## src/rtl/iop_pkg.sv

```systemverilog
package iop_pkg;
    localparam int unsigned ADDR_W = 4;
    localparam logic [ADDR_W-1:0] OFS_AUX  = 4'h4;
    localparam logic [ADDR_W-1:0] OFS_IRQ  = 4'h5;
    localparam logic [ADDR_W-1:0] OFS_PCFG = 4'hD;
    localparam logic [ADDR_W-1:0] OFS_SET  = 4'hE;
    localparam logic [ADDR_W-1:0] OFS_CLR  = 4'hF;

    typedef struct packed {
        logic wr_aux;
        logic wr_mask;
        logic wr_cfg;
        logic wr_set;
        logic wr_clr;
        logic rd_irq;
        logic rd_pin;
    } bus_dec_t;
endpackage

```

## src/rtl/iop_sync.sv

```systemverilog
module iop_sync #(
    parameter int unsigned WIDTH  = 6,
    parameter int unsigned STAGES = 2
) (
    input  logic             clk,
    input  logic             rst_n,
    input  logic [WIDTH-1:0] async_i,
    output logic [WIDTH-1:0] sync_o
);
    typedef logic [STAGES-1:0][WIDTH-1:0] chain_t;
    chain_t chain_d, chain_q;

    always_comb begin
        chain_d = chain_q;
        chain_d[0] = async_i;
        for (int k = 1; k < STAGES; k++) begin
            chain_d[k] = chain_q[k-1];
        end
    end

    always_ff @(posedge clk or negedge rst_n) begin
        if (!rst_n) chain_q <= '0;
        else        chain_q <= chain_d;
    end

    assign sync_o = chain_q[STAGES-1];
endmodule

```

## src/rtl/iop_irq_merge.sv

```systemverilog
module iop_irq_merge #(
    parameter int unsigned NUM_CH    = 2,
    parameter int unsigned DATA_W    = 8,
    parameter int unsigned CH_STRIDE = 4
) (
    input  logic              clk,
    input  logic              rst_n,
    input  logic [NUM_CH-1:0] tx_rdy_i,
    input  logic [NUM_CH-1:0] rx_rdy_i,
    input  logic              mask_we_i,
    input  logic [DATA_W-1:0] mask_wdata_i,
    output logic [DATA_W-1:0] status_o,
    output logic              irq_n_o
);
    localparam int unsigned USED_BITS = NUM_CH * CH_STRIDE;

    typedef struct packed {
        logic [DATA_W-1:0] status;
        logic [DATA_W-1:0] mask;
    } irq_state_t;

    irq_state_t st_d, st_q;

    always_comb begin
        st_d = st_q;
        st_d.status = '0;
        for (int n = 0; n < NUM_CH; n++) begin
            st_d.status[n*CH_STRIDE]     = tx_rdy_i[n];
            st_d.status[n*CH_STRIDE + 1] = rx_rdy_i[n];
        end
        if (mask_we_i) st_d.mask = mask_wdata_i;
    end

    always_ff @(posedge clk or negedge rst_n) begin
        if (!rst_n) st_q <= '0;
        else        st_q <= st_d;
    end

    assign status_o = st_q.status;
    assign irq_n_o  = ~|(st_q.status & st_q.mask);

    AST_MASK_LOAD: assert property (@(posedge clk) disable iff (!rst_n)
        mask_we_i |=> st_q.mask == $past(mask_wdata_i));
    AST_IRQ_QUIET: assert property (@(posedge clk) disable iff (!rst_n)
        (st_q.mask == '0) |-> irq_n_o);
    AST_STATUS_TRACK: assert property (@(posedge clk) disable iff (!rst_n)
        1'b1 |=> status_o[0] == $past(tx_rdy_i[0]));
    AST_STATUS_FIT: assert property (@(posedge clk) disable iff (!rst_n)
        USED_BITS <= DATA_W);
endmodule

```

## src/rtl/iop_out_port.sv

```systemverilog
module iop_out_port #(
    parameter int unsigned OUT_W = 8
) (
    input  logic             clk,
    input  logic             rst_n,
    input  logic             set_we_i,
    input  logic             clr_we_i,
    input  logic [OUT_W-1:0] wdata_i,
    input  logic [OUT_W-1:0] cfg_i,
    input  logic [OUT_W-1:0] alt_src_i,
    output logic [OUT_W-1:0] pins_n_o
);
    typedef struct packed {
        logic [OUT_W-1:0] port;
    } op_state_t;

    op_state_t st_d, st_q;

    always_comb begin
        st_d = st_q;
        if (set_we_i) st_d.port = st_q.port | wdata_i;
        if (clr_we_i) st_d.port = st_q.port & ~wdata_i;
    end

    always_ff @(posedge clk or negedge rst_n) begin
        if (!rst_n) st_q <= '0;
        else        st_q <= st_d;
    end

    for (genvar i = 0; i < OUT_W; i++) begin : g_pin
        assign pins_n_o[i] = ~(cfg_i[i] ? alt_src_i[i] : st_q.port[i]);
    end

    AST_SET_NO_CLEAR: assert property (@(posedge clk) disable iff (!rst_n)
        set_we_i |=> (st_q.port & $past(st_q.port)) == $past(st_q.port));
    AST_CLR_NO_SET: assert property (@(posedge clk) disable iff (!rst_n)
        clr_we_i |=> (st_q.port & ~$past(st_q.port)) == '0);
    AST_PORT_HOLD: assert property (@(posedge clk) disable iff (!rst_n)
        (!set_we_i && !clr_we_i) |=> $stable(st_q.port));
    AST_ONE_CMD: assert property (@(posedge clk) disable iff (!rst_n)
        $countones({set_we_i, clr_we_i}) <= 1);
endmodule

```

## src/rtl/iop_top.sv

```systemverilog
module iop_top #(
    parameter int unsigned NUM_CH      = 2,
    parameter int unsigned DATA_W      = 8,
    parameter int unsigned CH_STRIDE   = 4,
    parameter int unsigned IN_W        = 6,
    parameter int unsigned OUT_W       = 8,
    parameter int unsigned SYNC_STAGES = 2
) (
    input  logic                      clk,
    input  logic                      rst_n,
    input  logic                      bus_sel,
    input  logic                      bus_wr,
    input  logic [iop_pkg::ADDR_W-1:0] bus_addr,
    input  logic [DATA_W-1:0]         bus_wdata,
    output logic [DATA_W-1:0]         bus_rdata,
    input  logic [NUM_CH-1:0]         ch_tx_rdy,
    input  logic [NUM_CH-1:0]         ch_rx_rdy,
    input  logic [IN_W-1:0]           in_pins,
    input  logic [OUT_W-1:0]          alt_src,
    output logic [OUT_W-1:0]          out_pins_n,
    output logic [DATA_W-1:0]         aux_ctrl,
    output logic                      baud_set_sel,
    output logic                      irq_n
);
    import iop_pkg::*;

    localparam int unsigned BAUD_BIT = DATA_W - 1;

    typedef struct packed {
        logic [DATA_W-1:0] aux;
        logic [OUT_W-1:0]  cfg;
    } ctl_state_t;

    bus_dec_t          dec;
    ctl_state_t        ctl_d, ctl_q;
    logic [DATA_W-1:0] status;
    logic [IN_W-1:0]   pins_sync;
    logic [DATA_W-1:0] pin_word;

    always_comb begin
        dec = '0;
        if (bus_sel && bus_wr) begin
            dec.wr_aux  = (bus_addr == OFS_AUX);
            dec.wr_mask = (bus_addr == OFS_IRQ);
            dec.wr_cfg  = (bus_addr == OFS_PCFG);
            dec.wr_set  = (bus_addr == OFS_SET);
            dec.wr_clr  = (bus_addr == OFS_CLR);
        end
        if (bus_sel && !bus_wr) begin
            dec.rd_irq = (bus_addr == OFS_IRQ);
            dec.rd_pin = (bus_addr == OFS_PCFG);
        end
    end

    always_comb begin
        ctl_d = ctl_q;
        if (dec.wr_aux) ctl_d.aux = bus_wdata;
        if (dec.wr_cfg) ctl_d.cfg = bus_wdata[OUT_W-1:0];
    end

    always_ff @(posedge clk or negedge rst_n) begin
        if (!rst_n) ctl_q <= '0;
        else        ctl_q <= ctl_d;
    end

    iop_irq_merge #(
        .NUM_CH(NUM_CH), .DATA_W(DATA_W), .CH_STRIDE(CH_STRIDE)
    ) u_irq (
        .clk(clk), .rst_n(rst_n),
        .tx_rdy_i(ch_tx_rdy), .rx_rdy_i(ch_rx_rdy),
        .mask_we_i(dec.wr_mask), .mask_wdata_i(bus_wdata),
        .status_o(status), .irq_n_o(irq_n)
    );

    iop_out_port #(.OUT_W(OUT_W)) u_out (
        .clk(clk), .rst_n(rst_n),
        .set_we_i(dec.wr_set), .clr_we_i(dec.wr_clr),
        .wdata_i(bus_wdata[OUT_W-1:0]), .cfg_i(ctl_q.cfg),
        .alt_src_i(alt_src), .pins_n_o(out_pins_n)
    );

    iop_sync #(.WIDTH(IN_W), .STAGES(SYNC_STAGES)) u_sync (
        .clk(clk), .rst_n(rst_n), .async_i(in_pins), .sync_o(pins_sync)
    );

    always_comb begin
        pin_word = '1;
        pin_word[IN_W-1:0] = pins_sync;
    end

    always_comb begin
        bus_rdata = '0;
        if (dec.rd_irq) bus_rdata = status;
        if (dec.rd_pin) bus_rdata = pin_word;
    end

    assign aux_ctrl     = ctl_q.aux;
    assign baud_set_sel = ctl_q.aux[BAUD_BIT];

    AST_BAUD_SEL: assert property (@(posedge clk) disable iff (!rst_n)
        dec.wr_aux |=> baud_set_sel == $past(bus_wdata[BAUD_BIT]));
    AST_DEC_ONEHOT: assert property (@(posedge clk) disable iff (!rst_n)
        $onehot0(dec));
    AST_CFG_HOLD: assert property (@(posedge clk) disable iff (!rst_n)
        !dec.wr_cfg |=> $stable(ctl_q.cfg));
endmodule

```

## config.mk

```make
export PLATFORM = sky130hd
export DESIGN_NAME = iop_top
export DESIGN_NICKNAME = d
export VERILOG_FILES = /design/src/rtl/iop_pkg.sv /design/src/rtl/iop_sync.sv /design/src/rtl/iop_irq_merge.sv /design/src/rtl/iop_out_port.sv /design/src/rtl/iop_top.sv
export SDC_FILE = /design/constraint.sdc
export NUM_CORES = 1
export LEC_CHECK = 0
export ABC_CLOCK_PERIOD_IN_PS = 800
export BUFFER_PORTS_ARGS = -buffer_cell sky130_fd_sc_hd__buf_2
export CAP_MARGIN = 25
export CORE_ASPECT_RATIO = 1.1
export CORE_UTILIZATION = 45
export DETAILED_ROUTE_END_ITERATION = 6
export GPL_TIMING_DRIVEN = 0
export PLACE_DENSITY_LB_ADDON = 0.08
export REMOVE_ABC_BUFFERS = 1
export SLEW_MARGIN = 0
export SYNTH_ARGS = -nofsm -noshare
export SYNTH_HDL_FRONTEND = slang
export SYNTH_HIERARCHICAL = 1
export SYNTH_SLANG_ARGS = --single-unit
```

## constraint.sdc

```tcl
create_clock -name clk -period 0.8 [get_ports clk]
set_input_delay 0.04 -clock clk [delete_from_list [all_inputs] [get_ports clk]]
set_output_delay 0.04 -clock clk [all_outputs]
set_load 0.03 [all_outputs]
```

==> results.md <==
* Initial antenna violation count at 0
* I/O Buffers at 59
* Fmax at 753 MHz
* Largest net degree at the start of global routing at 45
* WP data arrival at 1.29 ns
* DIE WIDTH at 64.4 um
* First-pass DRT Iterations at 4
* CP Data Required Time at 0.76 ns
* Detailed placement HPWL at 2250 um
* Final ANT Viol Nets at 0
* Pwr dens at 2100 nW/um^2
* P_leak at 1.38 nW
* Register area share after synthesis at 57.2%
* FILL cells at 264
* GR Util met3 at 4.68%
* CTS sink count at 44
* FF/Latch Area at 1100 um^2
* TritonCTS Buffers at 5
* Met1 usage at 20.7%
* Layout Utilization at 71.1%
* Initial core utilization at 47.8%
* Area leader, netlist: dfrtp_1
* Vias at 1320
* Commonest cells in the synthesized netlist: 44 x dfrtp_1, 17 x buf_4, 16 x a21oi_2
* Worst hold path type: in2async
* Tcrit/Tclk final at 166%
* GRT busiest layer: met2
* WS Path Type: reg2out
* Crit Path Max Fanout at 2
* Final Hold Viols at 22
* Post-synth ARST share at 100%
* RSZ-0062 raised after global routing: true
* DIE AREA at 4540 um^2
* Number of synthesized flops with an enable pin at 0
* Crit path largest cell delay at 0.38 ns
* Post-Place Setup Slack at -0.841 ns
* Critical path cell sequence: a22o_1 > a221oi_2 > buf_4
* Distinct cells, synth at 22
* Hold buffers post-CTS at 18
* Post-Syn Area at 1920 um^2
* CTS tree: built
* Setup tns final at -7.38 ns
* Slew @ Worst Pin at 0.539 ns
* Synth Register Bits at 44
* Top cells by area, synth: dfrtp_1 57%, a21oi_2 7.3%, mux2i_1 7.3%, mux2_2 7.0%, buf_4 6.6%
* CP Capture Type: output port
* Total track usage at 18.3%
* Status: finished with violations
* Non-filler cells, final at 274
* DRT iter0 DRCs at 16
* Final nets at 255
* Clock skew at 0.00173 ns
* Multi-input gate area at 778 um^2
* Global routing usage on met2 at 32.2%
* Post-synth top area share at 57.2%
* Total Wirelength at 4020 um
* Hold Slack at -0.277 ns
* Clk pin slew, worst setup/hold paths at 0.07 ns
* Placed Instances at 233
* Setup crit start kind: register
* Max_slew headroom at 64.1%
* Yosys Warn Count at 6
* Global route overflow at 0
* Drt drc at 0
* Vias in the first global route at 1333
* Clk Latency, worst-skew pair at 0.29 ns
* Top_reg_cell synth: dfrtp_1
* Critical-path top delay cell: dfrtp_1
* Vias per inst at 4.82
* Fin. max-slew vios at 0
* Bufs on Longest Clock Path at 2
* Peak VDD IR at 1230 uV
* Max-cap violation count at 0
* Setup ws final at -0.528 ns
* Row count at 24
* Gpl congestion at 0.690
* Synth Instances at 140
* Final setup viols at 45
* Antenna Cells at 0
* Most common cell in the netlist: dfrtp_1
* Clk root buf: clkbuf_8
* H-tree levels at 2
* Core Area at 4020 um^2
* Tmin final at 1.33 ns
* Avg WL per Cell at 14.7 um
* Area grow syn2layout at 48.7%
* Violated checks: negative hold slack, negative setup slack
* Ratio of cells with drive above 1 in the final layout at 57.2%
* # IOs at 60
* Die H at 70.6 um
* First-pass GRT wire length at 6160 um
* Synth Area per Inst at 13.7 um^2
## kinds of logic (layout without fill, tap and decap cells)
family | after synthesis | after routing | synth area share (%)
buffers and inverters | 23 | 102 | 8.65
multiplexers | 34 | 34 | 20.5
flip-flops | 44 | 44 | 57.2
AND/OR/NAND/NOR | 20 | 20 | 4.88
AO/OA/AOI/OAI | 18 | 18 | 8.52
other | 1 | 4 | 0.195
## placed cells by master, fill, tap and decap left out, types with 2 or more instances in the layout
master	n
a21oi_2	16
buf_12	4
buf_2	26
buf_4	22
buf_6	21
clkbuf_1	2
clkbuf_8	6
conb_1	4
dfrtp_1	44
dlygate4sd3_1	18
inv_1	2
mux2_2	2
mux2_4	18
mux2i_1	14
nor2_1	7
nor2_4	3
nor3_4	3
## where the power goes
group,leakage [nW],total [W],switching [W],internal [W]
clock network,0.0455,0.00141,0.000708,0.000704
registers,0.544,0.00276,0.000216,0.00254
logic,0.791,0.00185,0.000857,0.000990
## routing by layer
metal	share of wire, %	up-vias
li1	-	621
met1	40	643
met2	54	46
met3	4.2	10
met4	2.3	0
met5	0	-
## path summary, 6_finish.rpt
kind	start	end	slack, ns	depth (start not counted)
setup / recovery	u_irq/status_o[0]$_DFF_PN0_	irq_n	-0.53	3
hold / removal	rst_n	aux_ctrl[0]$_DFFE_PN0P_	-0.28	1
max in group asynchronous	rst_n	u_irq/st_q[4]$_DFFE_PN0P_	0.59	2
min in group clk	bus_wdata[1]	u_irq/st_q[1]$_DFFE_PN0P_	0.05	2
setup reg to reg	aux_ctrl[4]$_DFFE_PN0P_	aux_ctrl[4]$_DFFE_PN0P_	-0.10	2
hold reg to reg	u_sync/chain_d[10]$_DFF_PN0_	u_sync/sync_o[4]$_DFF_PN0_	0.35	0
## repair_timing
action	in CTS	in global routing
pin swaps	8	5
setup buffers	13	3
hold endpoints to repair	62	22
gates cloned	0	0
resized for setup	55	20
endpoints found under the setup margin	54	46
## critical path, delay by kind of cell (launching register included)
kind	cells	cell delay [ns]
AOI/OAI and AO/OA	2	0.41
DFF	1	0.38
buffers and inverters	1	0.20
## stage by stage
step,area [um^2],hold WS (ns),total power [W]
2_1_floorplan,1780,-0.256,0.00366
3_3_place_gp,2140,0.147,0.00407
6_report,2860,-0.277,0.00602
5_1_grt,2860,-0.242,0.00628
3_5_place_dp,2150,0.149,0.00410
4_1_cts,2740,-0.0795,0.00594
## final cells by class
| type | instances | area share (%) |
|---|---|---|
| flip-flops and latches | 44 | 38.5 |
| clock buffers | 8 | 3.15 |
| well taps | 52 | 2.27 |
| inverters | 2 | 0.262 |
| multi-input cells | 76 | 27.2 |
| repair buffers | 92 | 28.6 |
(Power assumes the default switching activity.)
